==> src/rtl/bp_pkg.sv <==
package bp_pkg;
    parameter int NUM_BYTES = 4;
    parameter int BYTE_W    = 9;
    localparam int WORD_W   = NUM_BYTES * BYTE_W;
    localparam int DATA_W   = BYTE_W - 1;

    typedef logic [WORD_W-1:0]    word_t;
    typedef logic [NUM_BYTES-1:0] pvec_t;

    typedef struct packed {
        logic cs_n;
        logic en;
        logic wr_nrd;
        logic mb_sel;
        logic gen_en;
    } port_ctl_t;

    // Replace the top bit of each byte with the matching bit of p.
    function automatic word_t merge_par(word_t w, pvec_t p);
        word_t r;
        r = w;
        for (int b = 0; b < NUM_BYTES; b++) begin
            r[b*BYTE_W + DATA_W] = p[b];
        end
        return r;
    endfunction

    // Gather the top bit of each byte.
    function automatic pvec_t top_bits(word_t w);
        pvec_t r;
        for (int b = 0; b < NUM_BYTES; b++) begin
            r[b] = w[b*BYTE_W + DATA_W];
        end
        return r;
    endfunction

    // Whole-byte count check, used by assertions only.
    function automatic logic word_par_ok(word_t w, logic odd);
        logic ok;
        ok = 1'b1;
        for (int b = 0; b < NUM_BYTES; b++) begin
            if ((^w[b*BYTE_W +: BYTE_W]) != odd) ok = 1'b0;
        end
        return ok;
    endfunction
endpackage

==> src/rtl/bp_tree.sv <==
module bp_tree
    import bp_pkg::*;
(
    input  word_t src,
    input  logic  odd_sel,
    output pvec_t par
);
    // One tree per byte: parity bit that makes the byte pass.
    for (genvar b = 0; b < NUM_BYTES; b++) begin : g_byte
        assign par[b] = (^src[b*BYTE_W +: DATA_W]) ^ odd_sel;
    end
endmodule

==> src/rtl/bp_fifo_reg.sv <==
module bp_fifo_reg
    import bp_pkg::*;
(
    input  logic  clk,
    input  logic  rst,
    input  logic  load,
    input  logic  gen_en,
    input  logic  odd_sel,
    input  word_t raw,
    output word_t q
);
    pvec_t gen_par;
    word_t next_w;

    bp_tree i_tree (
        .src     (raw),
        .odd_sel (odd_sel),
        .par     (gen_par)
    );

    assign next_w = gen_en ? merge_par(raw, gen_par) : raw;

    always_ff @(posedge clk) begin
        if (rst)       q <= '0;
        else if (load) q <= next_w;
    end

    a_r7_hold_when_idle : assert property (@(posedge clk) disable iff (rst)
        !load |=> $stable(q));
    a_r6_raw_capture : assert property (@(posedge clk) disable iff (rst)
        (load && !gen_en) |=> (q == $past(raw)));
    a_r6_gen_capture : assert property (@(posedge clk) disable iff (rst)
        (load && gen_en) |=> word_par_ok(q, $past(odd_sel)));
endmodule

==> src/rtl/bp_port.sv <==
module bp_port
    import bp_pkg::*;
(
    input  logic        clk,
    input  logic        rst,
    input  logic        odd_sel,
    input  logic        gen_en,
    input  logic        cs_n,
    input  logic        en,
    input  logic        wr_nrd,
    input  logic        mb_sel,
    input  logic [35:0] bus_in,
    input  logic [35:0] mail_word,
    input  logic [35:0] fifo_word,
    input  logic        fifo_load,
    output logic [35:0] dout,
    output logic        perr_n
);
    port_ctl_t ctl;
    logic      mail_gen;
    word_t     tree_src;
    pvec_t     tree_par;
    pvec_t     byte_fail;
    word_t     mail_out;
    word_t     fifo_q;

    assign ctl = '{cs_n: cs_n, en: en, wr_nrd: wr_nrd, mb_sel: mb_sel, gen_en: gen_en};
    assign mail_gen = !ctl.cs_n && ctl.en && !ctl.wr_nrd && ctl.mb_sel && ctl.gen_en;

    // Shared trees: bus check normally, mailbox generation when selected.
    assign tree_src = mail_gen ? word_t'(mail_word) : word_t'(bus_in);

    bp_tree i_shared_tree (
        .src     (tree_src),
        .odd_sel (odd_sel),
        .par     (tree_par)
    );

    assign byte_fail = tree_par ^ top_bits(word_t'(bus_in));

    always_ff @(posedge clk) begin
        if (rst)           perr_n <= 1'b1;
        else if (mail_gen) perr_n <= 1'b1;
        else               perr_n <= ~|byte_fail;
    end

    assign mail_out = mail_gen ? merge_par(word_t'(mail_word), tree_par) : word_t'(mail_word);

    bp_fifo_reg i_out_reg (
        .clk     (clk),
        .rst     (rst),
        .load    (fifo_load),
        .gen_en  (gen_en),
        .odd_sel (odd_sel),
        .raw     (word_t'(fifo_word)),
        .q       (fifo_q)
    );

    assign dout = mb_sel ? mail_out : fifo_q;

    a_r4_mask_on_mail_gen : assert property (@(posedge clk) disable iff (rst)
        mail_gen |=> perr_n);
    a_r2_clean_bus_no_error : assert property (@(posedge clk) disable iff (rst)
        word_par_ok(word_t'(bus_in), odd_sel) |=> perr_n);
    a_r5_mail_generated : assert property (@(posedge clk) disable iff (rst)
        mail_gen |-> word_par_ok(dout, odd_sel));
    a_r1_low_bits_kept : assert property (@(posedge clk) disable iff (rst)
        mb_sel |-> ((dout & ~merge_par('0, '1)) == (word_t'(mail_word) & ~merge_par('0, '1))));
    a_r8_reset_state : assert property (@(posedge clk)
        rst |=> (perr_n && fifo_q == '0));
endmodule

==> config.mk <==
export PLATFORM = sky130hd
export DESIGN_NAME = bp_port
export DESIGN_NICKNAME = d
export VERILOG_FILES = /design/src/rtl/bp_pkg.sv /design/src/rtl/bp_tree.sv /design/src/rtl/bp_fifo_reg.sv /design/src/rtl/bp_port.sv
export SDC_FILE = /design/constraint.sdc
export NUM_CORES = 1
export LEC_CHECK = 0
export BUFFER_PORTS_ARGS = -buffer_cell sky130_fd_sc_hd__buf_2
export CAP_MARGIN = 10
export CORE_UTILIZATION = 30
export DETAILED_ROUTE_END_ITERATION = 8
export GPL_ROUTABILITY_DRIVEN = 0
export PLACE_DENSITY = 0.6
export SLEW_MARGIN = 10
export SYNTH_ARGS = -nofsm -noshare
export SYNTH_HDL_FRONTEND = slang
export SYNTH_SLANG_ARGS = --single-unit
==> constraint.sdc <==
create_clock -name clk -period 5.3 [get_ports clk]
set_clock_uncertainty 0.15 [all_clocks]
set_input_delay 0.53 -clock clk [delete_from_list [all_inputs] [get_ports clk]]
set_output_delay 0.53 -clock clk [all_outputs]
set_load 0.02 [all_outputs]
# Word-level counts from Yosys, hierarchy flattened
# Cells that the tools add are included.
[totals]
register_bits = 37
inputBits = 117
output_inout_bits = 37
word_cells = 32
[op_classes]
n_mux = 4
n_bitwise = 9
reduce_logical = 17
[ops]
columns = ["cell", "n"]
rows = [
  ["two-way mux 36 bit", 3],
  ["parity 8 bit", 8],
  ["two-way mux 35 bit", 1],
  ["bitwise XOR 1 bit", 8],
  ["logical AND 1 bit", 4],
  ["OR reduction 4 bit", 1],
  ["bitwise XOR 4 bit", 1],
  ["logical NOT 1 bit", 3],
  ["OR reduction 2 bit", 1],
]

# Logic depth before layout (Yosys ltp)
# Gate-level depths: netlist (run 1).
[depth]
word_depth = 11
mapped_depth = 7
ltp_nobuf = 6

# Hierarchy
# Synthesis (run 1) repeated with hierarchy kept, for this count alone.
[unflattened]
hier_cells = 278
hier_area_um2 = 3206.8
[modules_own_cells]
columns = ["module", "instances", "cells_each", "area_per_inst_um2", "seq_area_each_um2"]
rows = [
  ["bp_fifo_reg", 1, 122, 1382.6, 720.7],
  ["bp_port", 1, 98, 1156.1, 20.0],
  ["bp_tree", 2, 29, 334.1, 0.0],
]

# Worst setup path after synthesis (run 1)
# No wires, ideal clock.
[synth_path]
kind = "input-to-output"
start = "input gen_en"
end = "output dout[8]"
arrival_time_ps = 2087
required_ps = 4620
slack_ps = 2533
stages = 6
n_path_buf = 2
path_cell_list = "clkbuf_1 -> nand2_1 -> clkbuf_1 -> nor3_1 -> nor3_1 -> o31ai_1"
[synth_via]
elab_chain_len = 6
[synth_lines]
columns = ["element", "line_no", "source"]
rows = [
  ["from (decl)", "bp_port.sv:7", "input logic gen_en,"],
  ["logical AND 1 bit *", "bp_port.sv:28", "assign mail_gen = !ctl.cs_n && ctl.en && !ctl.wr_nrd && ctl.mb_sel && ctl.gen_en;"],
  ["two-way mux 35 bit", "bp_port.sv:31", "assign tree_src = mail_gen ? word_t'(mail_word) : word_t'(bus_in);"],
  ["parity 8 bit", "bp_tree.sv:10", "assign par[b] = (^src[b*BYTE_W +: DATA_W]) ^ odd_sel;"],
  ["bitwise XOR 1 bit", "bp_tree.sv:10", ""],
  ["two-way mux 36 bit *", "bp_port.sv:47", "assign mail_out = mail_gen ? merge_par(word_t'(mail_word), tree_par) : word_t'(mail_word);"],
  ["two-way mux 36 bit *", "bp_port.sv:59", "assign dout = mb_sel ? mail_out : fifo_q;"],
  ["to (decl)", "bp_port.sv:16", "output logic [35:0] dout,"],
]
# Every way passes the cells marked *; elsewhere a longest branch is shown, timed or not.

# Worst setup path in the final report (run 1)
[layout_path]
start = "input mb_sel"
end = "output dout[8]"
[layout_via]
elab_chain_len = 7
[layout_lines]
columns = ["element", "line_no", "source"]
rows = [
  ["from (decl)", "bp_port.sv:11", "input logic mb_sel,"],
  ["logical AND 1 bit (2 in a row)", "bp_port.sv:28", ""],
  ["two-way mux 35 bit", "bp_port.sv:31", ""],
  ["parity 8 bit", "bp_tree.sv:10", ""],
  ["bitwise XOR 1 bit", "bp_tree.sv:10", ""],
  ["two-way mux 36 bit", "bp_port.sv:47", ""],
  ["two-way mux 36 bit *", "bp_port.sv:59", ""],
]
# Marks and branches as above.

==> results_dict.tcl, run 1 <==
set metrics [dict create \
    worstPathArrival_ps 2660 \
    ios 154 \
    holdPathEnd "i_out_reg.q[19]$_SDFFE_PP0P_" \
    drv_cap 0 \
    cts_buffers 5 \
    fin_ws_ps 1963 \
    clock.fmax_mhz 299.6 \
    cts_tree "built" \
    leakagePower_nw 1.869 \
    path_clk_slew_ps 70 \
    setup_viol 0 \
    grt_pass1_vias 2509 \
    rsz0062_at_grt "false" \
    start_util 0.3119 \
    dieWidth_um 100.2 \
    antennaDiodeCount 0 \
    worst-setup-path-type "in -> out" \
    power.density_nw_per_um2 227.6 \
    dr_total_vias 2552 \
    nets 564 \
    grt_usage 0.1513 \
    finalHoldViolCount 0 \
    dp_slack_ps 1951 \
    tns_ps 0 \
    grt_max_degree 41 \
    syn_nets 420 \
    relSlewSlack 0.2461 \
    ys_ff_latch 37 \
    placementRows 35 \
    start_kind "primary input" \
    post_cts_buffers 0 \
    ant_nets 0 \
    core_area_um2 9284 \
    synthToLayoutAreaGrowth_pct 32.71 \
    dr.pass1.iters 4 \
    dp_hpwl_mm 5.878 \
    die_h_um 100.2 \
    clk_path_buf_depth 2 \
    cp_max_fo 40 \
    cp-end-kind "output port" \
    postCtsResizedCells 0 \
    tightest_slew_ps 1131 \
    required_ps 4620 \
    multi_input_area_um2 2073 \
    post-route-period-util 0.6297 \
    r2r-end "i_out_reg.q[35]$_SDFFE_PP0P_" \
    postCtsHoldBufs 0 \
    synth_cells 303 \
    outcome "finished clean" \
    viasPerCell 4.431 \
    cts_max_level 2 \
    antenna_found_initial 0 \
    drc 0 \
    holdCritStartpoint "i_out_reg.q[19]$_SDFFE_PP0P_" \
    vdd_drop_max_v 0.00009584 \
    placedCellCount 569 \
    syn_avg_cell_area_um2 9.555 \
    overflow 0 \
    maxSlewViolCount 0 \
    drt_iter0_markers 35 \
    grt_pass1_wl_mm 11.81 \
    min_period_ps 3337 \
    r2r-start "i_out_reg.q[35]$_SDFFE_PP0P_" \
    yosysSeqAreaShare 0.2558 \
    drt_wl_total_mm 7.589 \
    portBuffers 153 \
    routedWlPerCell_um 13.18 \
    insertion_delay_ps 280 \
    layout-drive-gt1-share 0.4385 \
    numClockSinks 37 \
    final_cell_count_no_fill 576 \
    regArea_um2 740.7 \
    yosys.cell_types.count 30 \
    synth_area_um2 2895 \
    fill_cells 982 \
    ys.warnings.count 0 \
    root_buffer "clkbuf_8" \
    hold_path_class "reg -> reg" \
    reg2reg_depth 2 \
    whs_path_depth 2 \
    r2r_slack_ps 4440 \
    dieArea_um2 10050 \
]
[metrics by stage]
| stage | hold WS [ps] | power [W] | util | area [um2] |
|---|---|---|---|---|
| 6_report | 339.3 | 0.0008746 | 0.4139 | 3842 |
| 5_1_grt | 352.4 | 0.0009343 | 0.4139 | 3842 |
| 4_1_cts | 342.1 | 0.0008936 | 0.4139 | 3842 |
| 3_5_place_dp | 329.3 | 0.0006808 | 0.4046 | 3756 |
| 3_3_place_gp | 317.9 | 0.0006785 | 0.4046 | 3756 |
| 2_1_floorplan | 306.1 | 0.0005697 | - | 2895 |
[metal layers]
| metal | track usage | part of all wire | vias up |
|---|---|---|---|
| met2 | 0.2766 | 0.50 | 83 |
| met3 | 0.02994 | 0.054 | 4 |
| met1 | 0.1845 | 0.44 | 1157 |
| li1 | - | - | 1308 |
| met4 | 0.02676 | 0.0040 | 0 |
| met5 | 0 | 0 | - |
[final cells by class]
type,count,share of cell area
Clock buffer,7,0.02247
Inverter,2,0.001954
Multi-Input combinational cell,247,0.5396
Sequential cell,37,0.1928
Tap cell,129,0.04201
Timing Repair Buffer,154,0.2012
[cells by family (layout without fill, tap and decap cells)]
group,count (synthesis),after routing,share of synthesized area
buffers and inverters,19,163,0.02809
muxes,71,71,0.2593
DFF,37,37,0.2558
AOI/OAI and AO/OA,21,21,0.04797
and+or+nand+nor,65,65,0.09551
xor gates and xnor gates,90,90,0.3133
[synthesized netlist by cell type]
| cell type | instances | share of area |
|---|---|---|
| inv_1 | 2 | 0.0026 |
| xnor3_1 | 7 | 0.054 |
| buf_6 | 1 | 0.0039 |
| clkbuf_1 | 11 | 0.014 |
| and2_1 | 1 | 0.0022 |
| buf_1 | 3 | 0.0039 |
| mux2i_1 | 39 | 0.13 |
| nor2_1 | 45 | 0.058 |
| a211oi_1 | 4 | 0.010 |
| buf_2 | 2 | 0.0035 |
| or4_1 | 1 | 0.0026 |
| o31ai_1 | 2 | 0.0052 |
| nand3_1 | 4 | 0.0069 |
| xnor2_1 | 57 | 0.17 |
| dfxtp_1 | 37 | 0.26 |
| a31oi_1 | 2 | 0.0043 |
| o31ai_2 | 1 | 0.0043 |
| and4bb_2 | 1 | 0.0043 |
| o2111ai_1 | 1 | 0.0030 |
| xor2_1 | 24 | 0.073 |
| a21oi_1 | 9 | 0.016 |
| nand2_1 | 9 | 0.012 |
| nand4_1 | 1 | 0.0022 |
| nand4bb_1 | 1 | 0.0039 |
| o21a_1 | 1 | 0.0026 |
| xnor3_2 | 1 | 0.0082 |
| mux2_2 | 32 | 0.12 |
| a21boi_0 | 1 | 0.0026 |
| xnor2_2 | 1 | 0.0056 |
| nor3_1 | 2 | 0.0035 |
[critical path, stage by stage]
cell and delay [ps]:
buf_2 70, buf_4 430, and4bb_2 380, nand2_1 350, nor3_1 280, nor3_1 70
o31ai_1 300, buf_2 240
[sequential cells by signal, indices dropped and copies added, names as in the netlist]
| register | cells |
|---|---|
| perr_n | 1 |
| i_out_reg.q | 36 |
[power by group]
group          internal, W  total, W  switching (W)
sequential        0.000297  0.000306     0.00000869
clock             0.000103  0.000204       0.000101
combinational     0.000188  0.000364       0.000176
[worst max path at each step]
stage | start | endpoint | cells after the start
CTS | mb_sel | dout[17] | 9
detailed placement | mb_sel | dout[17] | 9
floorplan | gen_en | dout[8] | 6
finish | mb_sel | dout[8] | 8
global placement | mb_sel | dout[8] | 8
global route | mb_sel | dout[8] | 8
[cells in the final DEF (no fill, tap or decap), types with 2 or more instances in the layout]
master / n
mux2_2: 32
dfxtp_1: 37
nand3_1: 4
xnor2_1: 57
nor2_1: 45
clkbuf_8: 6
nor3_1: 2
inv_1: 2
o31ai_1: 2
buf_2: 153
xnor3_1: 7
mux2i_1: 39
a31oi_1: 2
a211oi_1: 4
xor2_1: 24
a21oi_1: 9
nand2_1: 9
Note: power is estimated with default switching activity, not from simulation.
==> inputs of run 2 (changes only) <==
ABC_AREA = 1   (was not set)
clock period = 3.11 ns   (was 5.3 ns; I/O delays follow)
==> run 2 against run 1 <==
Net effect:
- sequential share of layout area is 0.82 points lower
- area after synthesis is 4.9% higher
- clock-buffer cell count is 2 lower
==> results_dict.tcl, run 2 <==
set metrics [dict create \
    fill_cells 1105 \
    overflow 0 \
    ios 154 \
    r2r-end "i_out_reg.q[3]$_SDFFE_PP0P_" \
    core_area_um2 9774 \
    placementRows 36 \
    p_int_w 0.001039 \
    dieArea_um2 10530 \
    power.density_nw_per_um2 387.5 \
    reg2reg_depth 2 \
    yosys.cell_types.count 24 \
    cts_buffers 5 \
    power.share.clock 0.318 \
    synthToLayoutAreaGrowth_pct 32.18 \
    dr.pass1.iters 4 \
    nets 776 \
    ys_ff_latch 37 \
    cts_max_level 2 \
    path_clk_slew_ps 80 \
    postCtsResizedCells 0 \
    crit_start "gen_en" \
    insertion_delay_ps 280 \
    vdd_drop_max_v 0.0001977 \
    synth_area_um2 3037 \
    drc 0 \
    drv_cap 0 \
    postCtsHoldBufs 0 \
    die_h_um 102.6 \
    yosysMostFrequentCell "nand2_1" \
    cts_tree "built" \
    holdCritStartpoint "fifo_word[33]" \
    start_kind "primary input" \
    dr_total_vias 3561 \
    grt_usage 0.1820 \
    clock.fmax_mhz 376.4 \
    outcome "finished clean" \
    grt_pass1_wl_mm 14.78 \
    required_ps 2650 \
    cp-end-kind "output port" \
    viasPerCell 4.491 \
    root_buffer "clkbuf_8" \
    antenna_found_initial 0 \
    synth_top_area_frac 0.3004 \
    final_common_cell "nand2_1" \
    post-route-period-util 0.8543 \
    post_cts_buffers 0 \
    setup_viol 0 \
    numClockSinks 37 \
    yosys-top-cells-count "nand2_1 (243), inv_1 (40), dfxtp_1 (37), a21oi_1 (36)" \
    synth_edf_count 0 \
    crit_end "dout[35]" \
    layout-drive-gt1-share 0.2742 \
    final_cell_mix "nand2_1 (243), buf_2 (153), inv_1 (40)" \
    routedWlPerCell_um 12.47 \
    r2r_slack_ps 2310 \
    antennaDiodeCount 0 \
    top_register "i_out_reg.q" \
    synth_cells 519 \
    synth.area.top_cells "nand2_1 (30%), dfxtp_1 (24%), xor2_1 (8.4%)" \
    drt_iter0_markers 147 \
    portBuffers 153 \
    finalHoldViolCount 0 \
    relSlewSlack 0.5305 \
    maxSlewViolCount 0 \
    synthFlopType "dfxtp_1" \
    largest_reg_flops 36 \
    total_power_w 0.001555 \
    r2r-start "i_out_reg.q[3]$_SDFFE_PP0P_" \
    synth_top_area_cell "nand2_1" \
    multi_input_area_um2 2004 \
    ant_nets 0 \
    power_frac_comb 0.348 \
    start_util 0.3107 \
    syn_nets 636 \
    swShare 0.3318 \
    power.net_switching_w 0.0005161 \
    clk_path_buf_depth 2 \
    dieWidth_um 102.6 \
    pwr-share-seq 0.334 \
    regArea_um2 740.7 \
    worstPathArrival_ps 2200 \
    largestRegisters "i_out_reg.q (36), perr_n (1)" \
    synth_async_sr_flop_share 0 \
    drt_wl_total_mm 9.892 \
    tns_ps 0 \
    hold_path_class "in -> reg" \
    syn_avg_cell_area_um2 5.851 \
    rsz0062_at_grt "false" \
    grt_pass1_vias 3117 \
    cp_max_fo 24 \
    grt_max_degree 38 \
    ys.warnings.count 0 \
    dp_hpwl_mm 8.020 \
    tightest_slew_ps 704.3 \
    min_period_ps 2657 \
    worst-setup-path-type "in -> out" \
    leakagePower_nw 2.228 \
    yosysSeqAreaShare 0.2439 \
]
run 2: cell count changes after synthesis, sizes merged, moves of 30 or more:
cell,before,now
nor2,45,9
mux2i,39,0
inv,2,42
mux2,32,0
xnor2,58,23
nand2,9,251
o21ai,0,30
run 2: power groups by stage:
stage	Combinational [W]	Sequential, W	Clock [W]
3_3_place_gp	0.000536	0.000529	0
3_5_place_dp	0.000543	0.000530	0
6_report	0.000541	0.000519	0.000495
4_1_cts	0.000545	0.000519	0.000510
2_1_floorplan	0.000347	0.000528	0
5_1_grt	0.000605	0.000522	0.000525
run 2: through the flow:
stage | hold slack [ps] | setup WS [ps] | util | instances | area (um2)
after floorplan | 291.0 | 844.8 | - | 519 | 3037
after detailed placement | 304.2 | 426.6 | 0.3970 | 785 | 3880
final | 137.1 | 453.0 | 0.4107 | 793 | 4014
after global placement | 301.3 | 521.7 | 0.3970 | 785 | 3880
after global routing | 140.5 | 158.8 | 0.4107 | 793 | 4014
after CTS | 127.4 | 428.1 | 0.4107 | 793 | 4014
run 2: routing by layer:
metal  GRT usage  part of all wire
met1      0.2364              0.47
met2      0.3138              0.47
met3     0.02983             0.055
met4     0.04286             0.010
met5           0                 0
run 2: final cells by class:
cell class,instances,share of cell area
Multi-Input combinational cell,413,0.4994
Clock inverter,3,0.01621
Sequential cell,37,0.1845
Inverter,44,0.04115
Tap cell,133,0.04146
Clock buffer,5,0.01714
Timing Repair Buffer,158,0.2001
run 2: critical path: stages:
cell and delay [ps]:
buf_2 210, nand2_4 90, nor2_4 240, nand2_4 230, inv_2 230, nand2_1 100, nand2_1 70, nand2_1 40
nand2_1 70, nand3_1 90, nand2_1 100, nor2_1 40, o21ai_0 170, buf_2 190
run 2: worst min-delay path by stage:
stage	to	slack, ps	cells after the start
6_report	i_out_reg.q[33]$_SDFFE_PP0P_	140	3
5_1_grt	i_out_reg.q[19]$_SDFFE_PP0P_	140	3
4_1_cts	i_out_reg.q[5]$_SDFFE_PP0P_	130	3
3_5_place_dp	i_out_reg.q[0]$_SDFFE_PP0P_	300	2
3_3_place_gp	i_out_reg.q[4]$_SDFFE_PP0P_	300	2
2_1_floorplan	i_out_reg.q[5]$_SDFFE_PP0P_	290	2
run 2: cell families (layout without fill, tap and decap cells):
kind of cell	after synthesis	after routing	synth area share
and+or+nand+nor	291	291	0.3902
DFF	37	37	0.2439
xor gates and xnor gates	52	52	0.1500
buffers and inverters	69	210	0.09600
AOI/OAI and AO/OA	70	70	0.1199
==> inputs of run 3 (changes only) <==
--- a/config.mk
+++ b/config.mk
@@ -12,5 +12,4 @@
 export DETAILED_ROUTE_END_ITERATION = 8
 export GPL_ROUTABILITY_DRIVEN = 0
-export PLACE_DENSITY = 0.6
 export SLEW_MARGIN = 10
 export SYNTH_ARGS = -nofsm -noshare
==> constraint.sdc (replaced) <==
create_clock -name clk -period 3.11 [get_ports clk]
set_clock_uncertainty 0.15 [all_clocks]
set_input_delay 0.622 -clock clk [delete_from_list [all_inputs] [get_ports clk]]
set_output_delay 0.622 -clock clk [all_outputs]
set_load 0.02 [all_outputs]
==> run 3 against run 2 <==
Net effect:
- sequential share of layout area down 0.075 points
- combinational power up 2%
- die area unchanged
- maximum frequency down 9.1%
- via count up 2.0%
- sequential cell count unchanged
- core utilization up 0.17 points
- sequential power about the same
- power down 10%
- worst setup slack worse by 270 ps
- non-clock buffer count up 5
- critical endpoint is now dout[8]
==> results_dict.tcl, run 3 (synthesis gave the netlist of run 2 again) <==
set metrics [dict create \
    outcome "finished clean" \
    ios 154 \
    start_kind "primary input" \
    path_clk_slew_ps 80 \
    relSlewSlack 0.5001 \
    largestRegisters "i_out_reg.q (36), perr_n (1)" \
    r2r-start "i_out_reg.q[31]$_SDFFE_PP0P_" \
    power.density_nw_per_um2 346.0 \
    min_period_ps 2924 \
    die_h_um 102.6 \
    numClockSinks 37 \
    cp-end-kind "output port" \
    worstPathArrival_ps 2150 \
    nets 781 \
    viasPerCell 4.544 \
    reg2reg_depth 2 \
    synthToLayoutAreaGrowth_pct 32.72 \
    clk_path_buf_depth 2 \
    p_int_w 0.0008811 \
    r2r_slack_ps 2330 \
    maxSlewViolCount 0 \
    start_util 0.3107 \
    layout-drive-gt1-share 0.2782 \
    finalHoldViolCount 0 \
    top_register "i_out_reg.q" \
    grt_max_degree 48 \
    root_buffer "clkbuf_8" \
    total_power_w 0.001394 \
    clock.fmax_mhz 342.0 \
    power.share.clock 0.232 \
    grt_pass1_vias 3337 \
    grt_usage 0.1890 \
    dp_slack_ps 153.2 \
    vdd_drop_max_v 0.0001602 \
    fin_ws_ps 185.9 \
    hold_path_class "reg -> reg" \
    cp_max_fo 14 \
    placementRows 36 \
    cts_max_level 2 \
    core_area_um2 9774 \
    dr.pass1.iters 5 \
    dieArea_um2 10530 \
    final_cell_mix "nand2_1 (243), buf_2 (153), inv_1 (40)" \
    r2r-end "i_out_reg.q[31]$_SDFFE_PP0P_" \
    cts_buffers 5 \
    leakagePower_nw 2.235 \
    routedWlPerCell_um 12.79 \
    crit_start "mb_sel" \
    crit_end "dout[8]" \
    dieWidth_um 102.6 \
    cts_tree "built" \
    pwr-share-seq 0.372 \
    tns_ps 0 \
    drt_wl_total_mm 10.22 \
    required_ps 2340 \
    antenna_found_initial 3 \
    rsz0062_at_grt "false" \
    insertion_delay_ps 280 \
    ant_nets 0 \
    post-route-period-util 0.9402 \
    worst-setup-path-type "in -> out" \
    power.net_switching_w 0.0005133 \
    grt_pass1_wl_mm 15.36 \
    portBuffers 153 \
    drv_cap 0 \
    postCtsHoldBufs 0 \
    swShare 0.3681 \
    drc 0 \
    largest_reg_flops 36 \
    drt_iter0_markers 157 \
    dr_total_vias 3631 \
    overflow 0 \
    power_frac_comb 0.395 \
    final_common_cell "nand2_1" \
    setup_viol 0 \
    tightest_slew_ps 749.8 \
    dp_hpwl_mm 8.254 \
]
run 3: cell type report:
type / count / area [um2]
Antenna cell: 1 / 2.502
Clock buffer: 6 / 72.57
Clock inverter: 2 / 10.01
Fill cell: 1100 / 5744
Inverter: 44 / 167.7
Multi-Input combinational cell: 413 / 2009
Sequential cell: 37 / 740.7
Tap cell: 133 / 166.4
Timing Repair Buffer: 163 / 860.8
run 3: stage by stage:
| stage | cells | hold slack, ps | area (um2) | utilization |
|---|---|---|---|---|
| after floorplan | 519 | 291.0 | 3037 | - |
| after global placement | 788 | 299.8 | 3915 | 0.4005 |
| after detailed placement | 788 | 305.7 | 3915 | 0.4005 |
| after CTS | 796 | 315.6 | 3998 | 0.4090 |
| after global routing | 798 | 332.3 | 4028 | 0.4121 |
| final | 799 | 314.7 | 4030 | 0.4123 |
run 3: timing repair:
action | 4_1_cts | 5_1_grt
gates resized for setup | 0 | 4
setup buffers | 0 | 2
setup endpoints to repair | 0 | 3
run 3: worst max-delay path, stage by stage:
cell and delay (ps):
buf_2 130, nand2_4 60, nor2_4 120, nand2_4 140
buf_4 200, nand2_2 70, nand2_1 50, nand3_1 90
nand3_1 100, nand2_1 70, nand2_1 60, nand2_1 90
nor2_1 40, o21ai_0 120, buf_2 180
run 3: worst min-delay path by stage:
stage                              endpoint  slack (ps)                         start  cells past startpoint
2_1_floorplan   i_out_reg.q[5]$_SDFFE_PP0P_         290   i_out_reg.q[5]$_SDFFE_PP0P_                      2
3_3_place_gp    i_out_reg.q[4]$_SDFFE_PP0P_         300   i_out_reg.q[4]$_SDFFE_PP0P_                      2
3_5_place_dp    i_out_reg.q[4]$_SDFFE_PP0P_         310   i_out_reg.q[4]$_SDFFE_PP0P_                      2
4_1_cts         i_out_reg.q[4]$_SDFFE_PP0P_         320   i_out_reg.q[4]$_SDFFE_PP0P_                      2
5_1_grt        i_out_reg.q[16]$_SDFFE_PP0P_         330  i_out_reg.q[16]$_SDFFE_PP0P_                      2
6_report        i_out_reg.q[3]$_SDFFE_PP0P_         310   i_out_reg.q[3]$_SDFFE_PP0P_                      2
run 3: metal layers:
layer,up-vias,wire length [um],share of wire,global-route usage
met1,1604,4648,0.45,0.2382
met3,12,644,0.063,0.04136
met4,4,111,0.011,0.04725
met5,-,24,0.0023,0
met2,122,4794,0.47,0.3256
li1,1889,-,-,-
run 3: power by group through the flow:
stage | logic (W) | registers, W | clock network (W)
6_report | 0.000551 | 0.000519 | 0.000324
2_1_floorplan | 0.000347 | 0.000528 | 0
3_5_place_dp | 0.000547 | 0.000530 | 0
4_1_cts | 0.000550 | 0.000519 | 0.000334
5_1_grt | 0.000614 | 0.000523 | 0.000354
3_3_place_gp | 0.000539 | 0.000529 | 0
